File: config.mk
export PLATFORM = sky130hd
export DESIGN_NAME = xir_index_reader
export DESIGN_NICKNAME = d
export VERILOG_FILES = /design/src/rtl/xir_pkg.sv /design/src/rtl/xir_bank.sv /design/src/rtl/xir_index_ctl.sv /design/src/rtl/xir_align.sv /design/src/rtl/xir_index_reader.sv
export SDC_FILE = /design/constraint.sdc
export NUM_CORES = 1
export LEC_CHECK = 0
export BUFFER_PORTS_ARGS = -buffer_cell sky130_fd_sc_hd__buf_2
export CAP_MARGIN = 20
export CORE_MARGIN = 5
export CORE_UTILIZATION = 45
export DETAILED_ROUTE_END_ITERATION = 16
export GPL_ROUTABILITY_DRIVEN = 0
export PLACE_DENSITY = 0.67
export SYNTH_ARGS = -nofsm -noshare
export SYNTH_HDL_FRONTEND = slang
export SYNTH_HIERARCHICAL = 1
export SYNTH_SLANG_ARGS = --single-unit
File: constraint.sdc
create_clock -name clk -period 6.1 [get_ports clk]
set_input_delay 0.305 -clock clk [delete_from_list [all_inputs] [get_ports clk]]
set_output_delay 0.305 -clock clk [all_outputs]
set_load 0.005 [all_outputs]
File: src/rtl/xir_pkg.sv
package xir_pkg;

    localparam int BYTE_W    = 8;
    localparam int DEF_WORDS = 8;
    localparam int DEF_WORD_W = 32;
    localparam int DEF_LAT   = 3;
    localparam int CTRL_W    = 8;

    typedef logic [BYTE_W-1:0] byte_t;

    // pending pointer load travelling through the latency pipe
    typedef struct packed {
        logic              vld;
        logic [CTRL_W-1:0] addr;
    } idx_load_t;

    // result register of the read port
    typedef struct packed {
        logic                  vld;
        logic [DEF_WORD_W-1:0] data;
    } rd_out_t;

    function automatic int lanes_of(input int word_w);
        return word_w / BYTE_W;
    endfunction

endpackage

File: src/rtl/xir_bank.sv
module xir_bank
    import xir_pkg::*;
#(
    parameter int NUM_WORDS = DEF_WORDS,
    parameter int LANES     = 4,
    parameter int WIDX_W    = 3,
    parameter int WIN_BYTES = NUM_WORDS * LANES
) (
    input  logic                          clk,
    input  logic                          rst,
    input  logic                          wr_en,
    input  logic [WIDX_W-1:0]             wr_idx,
    input  logic [LANES*BYTE_W-1:0]       wr_data,
    output logic [WIN_BYTES*BYTE_W-1:0]   win_flat
);

    logic [LANES*BYTE_W-1:0] regs [NUM_WORDS];

    always_ff @(posedge clk) begin
        if (rst) begin
            for (int n = 0; n < NUM_WORDS; n++) regs[n] <= '0;
        end else if (wr_en) begin
            regs[wr_idx] <= wr_data;
        end
    end

    // window byte 4n+k sits in the k-th most significant lane of word n
    for (genvar n = 0; n < NUM_WORDS; n++) begin : g_word
        for (genvar k = 0; k < LANES; k++) begin : g_lane
            assign win_flat[(n*LANES + k)*BYTE_W +: BYTE_W] =
                regs[n][(LANES-1-k)*BYTE_W +: BYTE_W];
        end
    end

endmodule

File: src/rtl/xir_index_ctl.sv
module xir_index_ctl
    import xir_pkg::*;
#(
    parameter int PTR_W     = 5,
    parameter int LANES     = 4,
    parameter int IDX_LAT   = DEF_LAT,
    parameter int WIN_BYTES = 32
) (
    input  logic              clk,
    input  logic              rst,
    input  logic              idx_wr_en,
    input  logic [CTRL_W-1:0] idx_wr_addr,
    input  logic              rd_en,
    input  logic              rd_inc,
    output logic [PTR_W-1:0]  ptr,
    output logic              land,
    output logic [PTR_W-1:0]  land_addr
);

    localparam logic [CTRL_W-1:0] WIN_MOD = CTRL_W'(WIN_BYTES);
    localparam logic [PTR_W-1:0]  STEP    = PTR_W'(LANES);

    idx_load_t landing;

    if (IDX_LAT <= 1) begin : g_direct
        assign landing.vld  = idx_wr_en;
        assign landing.addr = idx_wr_addr;
    end else begin : g_pipe
        localparam int DEPTH = IDX_LAT - 1;
        idx_load_t pipe [DEPTH];

        always_ff @(posedge clk) begin
            if (rst) begin
                for (int i = 0; i < DEPTH; i++) pipe[i] <= '0;
            end else begin
                pipe[0] <= '{vld: idx_wr_en, addr: idx_wr_addr};
                for (int i = 1; i < DEPTH; i++) pipe[i] <= pipe[i-1];
            end
        end

        assign landing = pipe[DEPTH-1];
    end

    assign land      = landing.vld;
    assign land_addr = PTR_W'(landing.addr % WIN_MOD);

    always_ff @(posedge clk) begin
        if (rst) begin
            ptr <= '0;
        end else if (land) begin
            ptr <= land_addr;
        end else if (rd_en && rd_inc) begin
            ptr <= ptr + STEP;
        end
    end

endmodule

File: src/rtl/xir_align.sv
module xir_align
    import xir_pkg::*;
#(
    parameter int PTR_W     = 5,
    parameter int LANES     = 4,
    parameter int WIN_BYTES = 32
) (
    input  logic [WIN_BYTES*BYTE_W-1:0] win_flat,
    input  logic [PTR_W-1:0]            ptr,
    output logic [LANES*BYTE_W-1:0]     word
);

    for (genvar j = 0; j < LANES; j++) begin : g_lane
        logic [PTR_W-1:0] pos;
        assign pos = ptr + PTR_W'(j);
        assign word[(LANES-1-j)*BYTE_W +: BYTE_W] = win_flat[pos*BYTE_W +: BYTE_W];
    end

endmodule

File: src/rtl/xir_index_reader.sv
module xir_index_reader
    import xir_pkg::*;
#(
    parameter int NUM_WORDS = DEF_WORDS,
    parameter int WORD_W    = DEF_WORD_W,
    parameter int IDX_LAT   = DEF_LAT
) (
    input  logic                          clk,
    input  logic                          rst,
    input  logic                          wr_en,
    input  logic [$clog2(NUM_WORDS)-1:0]  wr_idx,
    input  logic [WORD_W-1:0]             wr_data,
    input  logic                          idx_wr_en,
    input  logic [CTRL_W-1:0]             idx_wr_addr,
    input  logic                          rd_en,
    input  logic                          rd_inc,
    output logic [WORD_W-1:0]             rd_data,
    output logic                          rd_valid
);

    localparam int LANES     = lanes_of(WORD_W);
    localparam int WIN_BYTES = NUM_WORDS * LANES;
    localparam int PTR_W     = $clog2(WIN_BYTES);
    localparam int WIDX_W    = $clog2(NUM_WORDS);

    logic [WIN_BYTES*BYTE_W-1:0] win_flat;
    logic [PTR_W-1:0]            ptr;
    logic                        idx_land;
    logic [PTR_W-1:0]            idx_land_addr;
    logic [WORD_W-1:0]           aligned;

    xir_bank #(
        .NUM_WORDS (NUM_WORDS),
        .LANES     (LANES),
        .WIDX_W    (WIDX_W),
        .WIN_BYTES (WIN_BYTES)
    ) u_bank (
        .clk      (clk),
        .rst      (rst),
        .wr_en    (wr_en),
        .wr_idx   (wr_idx),
        .wr_data  (wr_data),
        .win_flat (win_flat)
    );

    xir_index_ctl #(
        .PTR_W     (PTR_W),
        .LANES     (LANES),
        .IDX_LAT   (IDX_LAT),
        .WIN_BYTES (WIN_BYTES)
    ) u_idx (
        .clk         (clk),
        .rst         (rst),
        .idx_wr_en   (idx_wr_en),
        .idx_wr_addr (idx_wr_addr),
        .rd_en       (rd_en),
        .rd_inc      (rd_inc),
        .ptr         (ptr),
        .land        (idx_land),
        .land_addr   (idx_land_addr)
    );

    xir_align #(
        .PTR_W     (PTR_W),
        .LANES     (LANES),
        .WIN_BYTES (WIN_BYTES)
    ) u_align (
        .win_flat (win_flat),
        .ptr      (ptr),
        .word     (aligned)
    );

    always_ff @(posedge clk) begin
        if (rst) begin
            rd_valid <= 1'b0;
            rd_data  <= '0;
        end else begin
            rd_valid <= rd_en;
            if (rd_en) rd_data <= aligned;
        end
    end

endmodule

After elaboration in Yosys (flattened, before gate mapping)
Memory sizes are Yosys's and may differ from the RTL's.
Cells that the tools add are included.
{ "word_totals": {"regBits": 38, "latchBits": 0, "ram_bits": 274, "mem_bits_ro": 0, "inputBits": 49, "out_inout_bits": 33, "mem_count": 2} }
{ "classes": {"addsub": 4, "n_mul": 0, "n_div": 0, "order_cmp": 0, "n_eq_ne": 0, "n_shift": 4, "muxes": 13, "n_bitwise": 2, "n_reduce_logical": 3} }
{ "memory_table": {"columns": ["name", "depth", "word_bits", "read_ports", "rd_ports_with_merged_regs", "wr", "line", "text"], "rows": [
  ["u_bank.regs", 8, 32, 8, 0, 8, "xir_bank.sv:17", "logic [LANES*BYTE_W-1:0] regs [NUM_WORDS];"],
  ["u_idx.g_pipe.pipe", 2, 9, 2, 0, 2, "xir_index_ctl.sv:30", "idx_load_t pipe [DEPTH];"]
]} }
{ "ops": {"columns": ["cell", "count"], "rows": [
  ["$shiftx 256x9->8", 4],
  ["$mux 32", 1],
  ["$reduce_or 32->1", 1],
  ["$mux 9", 2],
  ["$add 5x2->5 const B", 2],
  ["$mux 5", 2],
  ["$mux 1", 7],
  ["$add 5x1->5 const B", 1],
  ["$add 5x3->5 const B", 1],
  ["$mux 3", 1],
  ["$or 1x1->1", 2],
  ["$reduce_bool 2->1", 1],
  ["$logic_and 1x1->1", 1]
]} }

Depth between registers and ports, before layout
Gate-level depths: netlist (run 1).
{ "depth": {"ltp_word": 5, "mapped_depth": 16, "depth_no_buf": 9} }

Cells and area by module
Netlist (run 1), hierarchy kept.
{ "by_module_without_submodules": {"columns": ["mod", "n_inst", "cells_per_inst", "area_each_um2"], "rows": [
  ["xir_bank", 1, 631, 9475.3],
  ["xir_align", 1, 638, 8315.5],
  ["xir_index_reader", 1, 106, 1202.4],
  ["xir_index_ctl", 1, 55, 630.6]
]} }

Worst setup path before layout (run 1)
OpenSTA, ideal clock, no wires.
{ "synth_path": {"path_type": "reg2reg", "start": "register u_idx.ptr[0]", "end": "register rd_data[3]", "t_arrival_ns": 2.973, "required_time_ns": 5.984, "setup_slack_ns": 3.010, "path_stages_with_launch": 17, "n_path_buf": 7, "period_less_slack_ns": 3.090, "path_cell_list": "dfxtp_1 -> buf_2 -> buf_6 -> buf_6 -> buf_4 -> buf_4 -> inv_2 -> ha_1 -> xnor2_1 -> buf_2 -> buf_2 -> mux4_2 -> mux2_2 -> o22ai_1 -> nor2_1 -> mux2i_1 -> nor2_2"} }
{ "synth_via": {"elab_chain_cells": 2} }
{ "synth_rtl": {"columns": ["element", "line", "text"], "rows": [
  ["start, declared", "xir_index_ctl.sv:15", "output logic [PTR_W-1:0] ptr,"],
  ["start signal, assigned", "xir_index_ctl.sv:51", "ptr <= land_addr;"],
  ["start signal, assigned", "xir_index_ctl.sv:53", "ptr <= ptr + STEP;"],
  ["$add 5x2->5", "xir_align.sv:15", "assign pos = ptr + PTR_W'(j);"],
  ["$shiftx 256x9->8", "xir_align.sv:16", "assign word[(LANES-1-j)*BYTE_W +: BYTE_W] = win_flat[pos*BYTE_W +: BYTE_W];"],
  ["named net aligned[3]", "xir_index_reader.sv:30", "logic [WORD_W-1:0] aligned;"],
  ["end signal, assigned", "xir_index_reader.sv:79", "if (rd_en) rd_data <= aligned;"],
  ["end, declared", "xir_index_reader.sv:17", "output logic [WORD_W-1:0] rd_data,"]
]} }
The timed path passes the listed nets, and every way through them passes these cells.
A chain may end at the register's enable or synchronous reset.

Final worst setup path (run 1)
{ "layout_path": {"start": "register u_idx.ptr[1]", "end": "register rd_data[17]"} }
{ "layout_via": {"elab_chain_cells": 2} }
{ "layout_rtl": {"columns": ["element", "line"], "rows": [
  ["$add 5x1->5", "xir_align.sv:15"],
  ["$shiftx 256x9->8", "xir_align.sv:16"],
  ["named net aligned[17]", "xir_index_reader.sv:30"]
]} }
The timed path passes the listed nets, and every way through them passes these cells.

==> flow_summary_export.csv, run 1 <==
group,metric,value,unit
pwr,fin_total_pwr,0.00575,W
sta,finalSetupViolCount,0,
synth,yosys_warnings,6,
finish,fill_cells,3640,
cts,clock_latency,0.53,ns
synth,synth_area,0.0196,sq mm
routing,route.detailed.drc,0,
worst_setup_path,critPathMaxFanout,64,
sta,clock_skew,0.0134,ns
sta,tns,0,ns
floorplan,ios,82,
floorplan,fp.dieH,219,um
global_route,grt_max_degree,128,
routing,via_per_inst,6.46,
routing,drt-initial-drc-count,1626,
place,dp_hpwl,37.1,mm
finish,num_antenna_cells,0,
worst_setup_path,cp.required,6.55,ns
cts,post_cts_buffers,0,
sta,tightest_slew,1.22,ns
pwr,vdd_drop_max,212,uV
finish,multi_input_area,0.0102,sq mm
synth,netlist_instances,1425,
worst_setup_path,cp.arrival,4.72,ns
place,io_buffers,78,
routing,avgRoutedWirePerCell,27.8,um
run_status,outcome,"finished, final reports clean",
sta,min_period_over_period,70.0,%
global_route,grt-ovfl-total,0,
routing,antenna_left,0,
sta,clock.fmax,234,MHz
cts,clock-sinks,306,
floorplan,dieArea,0.0478,sq mm
pwr,p_per_area,266,mW/mm^2
routing,first_pass_iters,5,
cts,ctsLongestPathBuffers,3,
global_route,grtUsageTotal,23.7,%
sta,slew_viol_final,0,
cts,cts_tree,"built",
worst_setup_path,crit_type,"flip-flop to flip-flop",
sta,hold_violations,0,
floorplan,start_util,45.5,%
synth,synth.avg_cell_area,13.7,sq um
floorplan,die_w,219,um
finish,regArea,0.00870,sq mm
cts,clockRootBuffer,"clkbuf_16",
floorplan,num_rows,76,
sta,period_needed,4.27,ns
global_route,grt_pass1_wl,84.4,mm
min_path,hp-class,"primary input to flip-flop",
pwr,leakage,7.17,nW
worst_setup_path,start_kind,"flip-flop",
worst_setup_path,cp-end-kind,"flip-flop",
cts,cts-buffers-inserted,35,
finish,drive_gt1_share,31.1,%
cts,clkTransAtPathRegs,0.06,ns
sta,rsz0062_at_grt,"no",
synth,syn-num-nets,1479,
finish,syn2layout_area_growth,10.5,%
floorplan,coreArea,0.0431,sq mm
global_route,grt_pass1_vias,13200,
global_route,antenna_found_initial,1,
finish,layout_common_cells,"300 x nor2_1, 256 x edfxtp_1, 207 x mux4_2",
routing,vias,13300,
finish,final_common_cell,"nor2_1",
flow_run,drv_cap,0,
finish,final_nets,1497,
sta,relSlewSlack,18.3,%
routing,totalWireLength,57.1,mm
cts,h-tree-depth,2,
-- critical path, stage by stage (launching register included) --
cell and delay [ns]:
dfxtp_4 0.88, inv_1 0.56, ha_4 1.15, mux4_2 0.37, o22ai_1 0.14, a221oi_1 0.77
mux2i_1 0.16, nor2_1 0.11
-- where the power goes --
group / switching [W] / internal [W] / leakage [nW] / total [W]
clock: 0.000846 / 0.00144 / 0.615 / 0.00228
sequential: 0.000129 / 0.00242 / 2.89 / 0.00255
combinational: 0.000503 / 0.000416 / 3.66 / 0.000919
-- cell type report --
class / count / share of cell area (%)
Sequential cell: 306 / 40.2
Inverter: 4 / 0.0694
Tap cell: 585 / 3.38
Clock buffer: 51 / 4.80
Clock inverter: 12 / 0.977
Multi-Input combinational cell: 985 / 47.1
Timing Repair Buffer: 111 / 3.50
-- worst paths after layout --
| kind | start | end | slack, ns | cells after the start |
|---|---|---|---|---|
| min reg2reg | u_idx/g_pipe.pipe[0][3] | u_idx/g_pipe.pipe[0][12] | 0.44 | 1 |
| min | rst | u_idx/ptr[1] | 0.12 | 2 |
| max | u_idx/ptr[1] | rd_data[17] | 1.83 | 7 |
| max reg2reg | u_idx/ptr[1] | rd_data[17] | 1.83 | 7 |
-- state kept, by name (all words and copies together) (netlist names) --
register	cells
u_bank/regs	256
rd_data	32
u_idx/g_pipe.pipe	12
u_idx/ptr	5
rd_valid	1
-- per-stage QoR --
step	hold slack (ns)	cell area, sq um	setup WS, ns	utilization, %	instances
2_1_floorplan	0.374	19600	3.01	-	1425
3_3_place_gp	0.418	20200	1.95	46.9	1979
5_1_grt	0.139	21600	1.56	50.3	2054
3_5_place_dp	0.430	20200	1.88	46.9	1979
6_report	0.119	21600	1.83	50.3	2054
4_1_cts	0.108	21500	1.89	50.0	2048
-- layer usage --
metal  GRT usage [%]  wire length [um]  vias up
met1            30.8             21400     6749
met2            37.0             26400      695
met5               0                13        -
met4            11.0              3080        2
met3            6.77              6240      164
li1                -                 -     5654
-- repair_timing --
| action | 4_1_cts | 5_1_grt |
|---|---|---|
| resized for setup | 0 | 0 |
| setup endpoints to repair | 0 | 0 |
| endpoints found under the hold margin | 6 | 0 |
| hold buffers | 6 | 0 |
(Power assumes the default switching activity.)
==> run 2, diff against run 1 <==
==> constraint.sdc (replaced) <==
create_clock -name clk -period 4.3 [get_ports clk]
set_input_delay 0.215 -clock clk [delete_from_list [all_inputs] [get_ports clk]]
set_output_delay 0.215 -clock clk [all_outputs]
set_load 0.005 [all_outputs]
==> flow_summary_export.csv, run 2 (synthesis gave the netlist of run 1 again) <==
group,metric,value,unit
worst_setup_path,cp-end-kind,"flip-flop",
pwr,p_per_area,368,mW/mm^2
run_status,outcome,"finished, final reports clean",
sta,min_period_over_period,78.9,%
routing,route.detailed.drc,0,
finish,syn2layout_area_growth,11.4,%
global_route,use_met2,37.9,%
sta,period_needed,3.39,ns
routing,via_per_inst,6.53,
finish,drive_gt1_share,31.9,%
cts,cts-buffers-inserted,35,
routing,totalWireLength,57.8,mm
cts,clockRootBuffer,"clkbuf_16",
sta,clock.fmax,295,MHz
finish,largest_register,"u_bank/regs",
floorplan,start_util,45.5,%
global_route,antenna_found_initial,0,
routing,first_pass_iters,6,
worst_setup_path,start_kind,"flip-flop",
sta,clock_skew,0.0192,ns
routing,antenna_left,0,
cts,ctsLongestPathBuffers,3,
global_route,grt-busiest-layer,"met2",
pwr,fin_total_pwr,0.00802,W
floorplan,num_rows,76,
finish,num_antenna_cells,0,
finish,final_nets,1523,
cts,cts_tree,"built",
worst_setup_path,cp.arrival,3.85,ns
global_route,grt_pass1_vias,13600,
worst_setup_path,critPathMaxFanout,21,
sta,relSlewSlack,24.9,%
pwr,leakage,7.27,nW
floorplan,dieArea,0.0478,sq mm
sta,slew_viol_final,0,
sta,rsz0062_at_grt,"no",
routing,vias,13600,
global_route,grt-ovfl-total,0,
global_route,grt_util_met1,32.2,%
global_route,grt_pass1_wl,85.9,mm
worst_setup_path,crit_type,"flip-flop to flip-flop",
floorplan,die_w,219,um
finish,layout_common_cells,"300 x nor2_1, 256 x edfxtp_1, 207 x mux4_2",
place,io_buffers,78,
cts,clkTransAtPathRegs,0.06,ns
cts,clock_latency,0.53,ns
cts,h-tree-depth,2,
floorplan,fp.dieH,219,um
sta,finalSetupViolCount,0,
finish,reg_top3,"u_bank/regs x256, rd_data x32, u_idx/g_pipe.pipe x12",
place,dp_hpwl,39.3,mm
cts,clock-sinks,306,
sta,tns,0,ns
floorplan,coreArea,0.0431,sq mm
routing,avgRoutedWirePerCell,27.8,um
routing,drt-initial-drc-count,1672,
worst_setup_path,cp.required,4.76,ns
sta,hold_violations,0,
finish,final_common_cell,"nor2_1",
min_path,hp-class,"primary input to flip-flop",
pwr,vdd_drop_max,263,uV
sta,tightest_slew,1.12,ns
flow_run,drv_cap,0,
global_route,grt_use_met3,5.37,%
global_route,grt_max_degree,100,
global_route,grtUsageTotal,24.0,%
floorplan,ios,82,
finish,largest_reg_flops,256,
run 2: per-layer routing:
metal	vias up	part of all wire [%]	wire length [um]
li1	5703	-	-
met1	6888	38	21800
met2	843	46	26800
met5	-	0	0
met3	149	11	6440
met4	0	4.8	2760
run 2: critical path, cell delays in order (launching register included):
cell,delay [ns]
dfxtp_2,0.73
ha_1,0.35
nand2_1,0.08
xor2_1,0.20
nand2_1,0.50
o22ai_1,0.29
a221oi_1,0.87
mux2i_1,0.16
nor2_1,0.13
run 2: area by class of cell:
| type | count | area [sq um] |
|---|---|---|
| fillers | 3653 | 21300 |
| clock inverters | 11 | 154 |
| well taps | 585 | 732 |
| flip-flops and latches | 306 | 8700 |
| inverters | 4 | 15.0 |
| multi-input cells | 985 | 10200 |
| clock buffers | 51 | 1030 |
| repair buffers | 137 | 993 |
run 2: path summary, 6_finish.rpt:
kind	start	endpoint	slack (ns)	cells past startpoint
setup reg to reg	u_idx/ptr[2]	rd_data[16]	0.91	8
setup / recovery	u_idx/ptr[2]	rd_data[16]	0.91	8
hold / removal	rd_inc	u_idx/ptr[2]	0.06	3
hold reg to reg	u_idx/g_pipe.pipe[0][4]	u_idx/g_pipe.pipe[0][13]	0.44	1
run 2: power by group:
part	total, W	internal [W]	leakage (nW)	switching (W)
registers	0.00362	0.00343	2.89	0.000186
clock network	0.00307	0.00190	0.575	0.00117
logic	0.00134	0.000615	3.81	0.000725
total	0.00802	0.00594	7.27	0.00208
run 2: what timing repair did:
item,CTS,global route
setup buffers,0,0
endpoints found under the hold margin,6,0
hold buffers,6,0
gates resized for setup,0,0
run 2: through the flow:
step	util, %	area, sq um	cells	hold slack, ns	setup WS [ns]
floorplan	-	19600	1425	0.284	1.21
finish	50.6	21800	2079	0.0643	0.906
global placement	47.4	20400	2004	0.420	1.07
global route	50.6	21800	2079	0.0584	0.777
CTS	50.3	21700	2074	0.0336	0.996
detailed placement	47.5	20400	2006	0.427	1.01
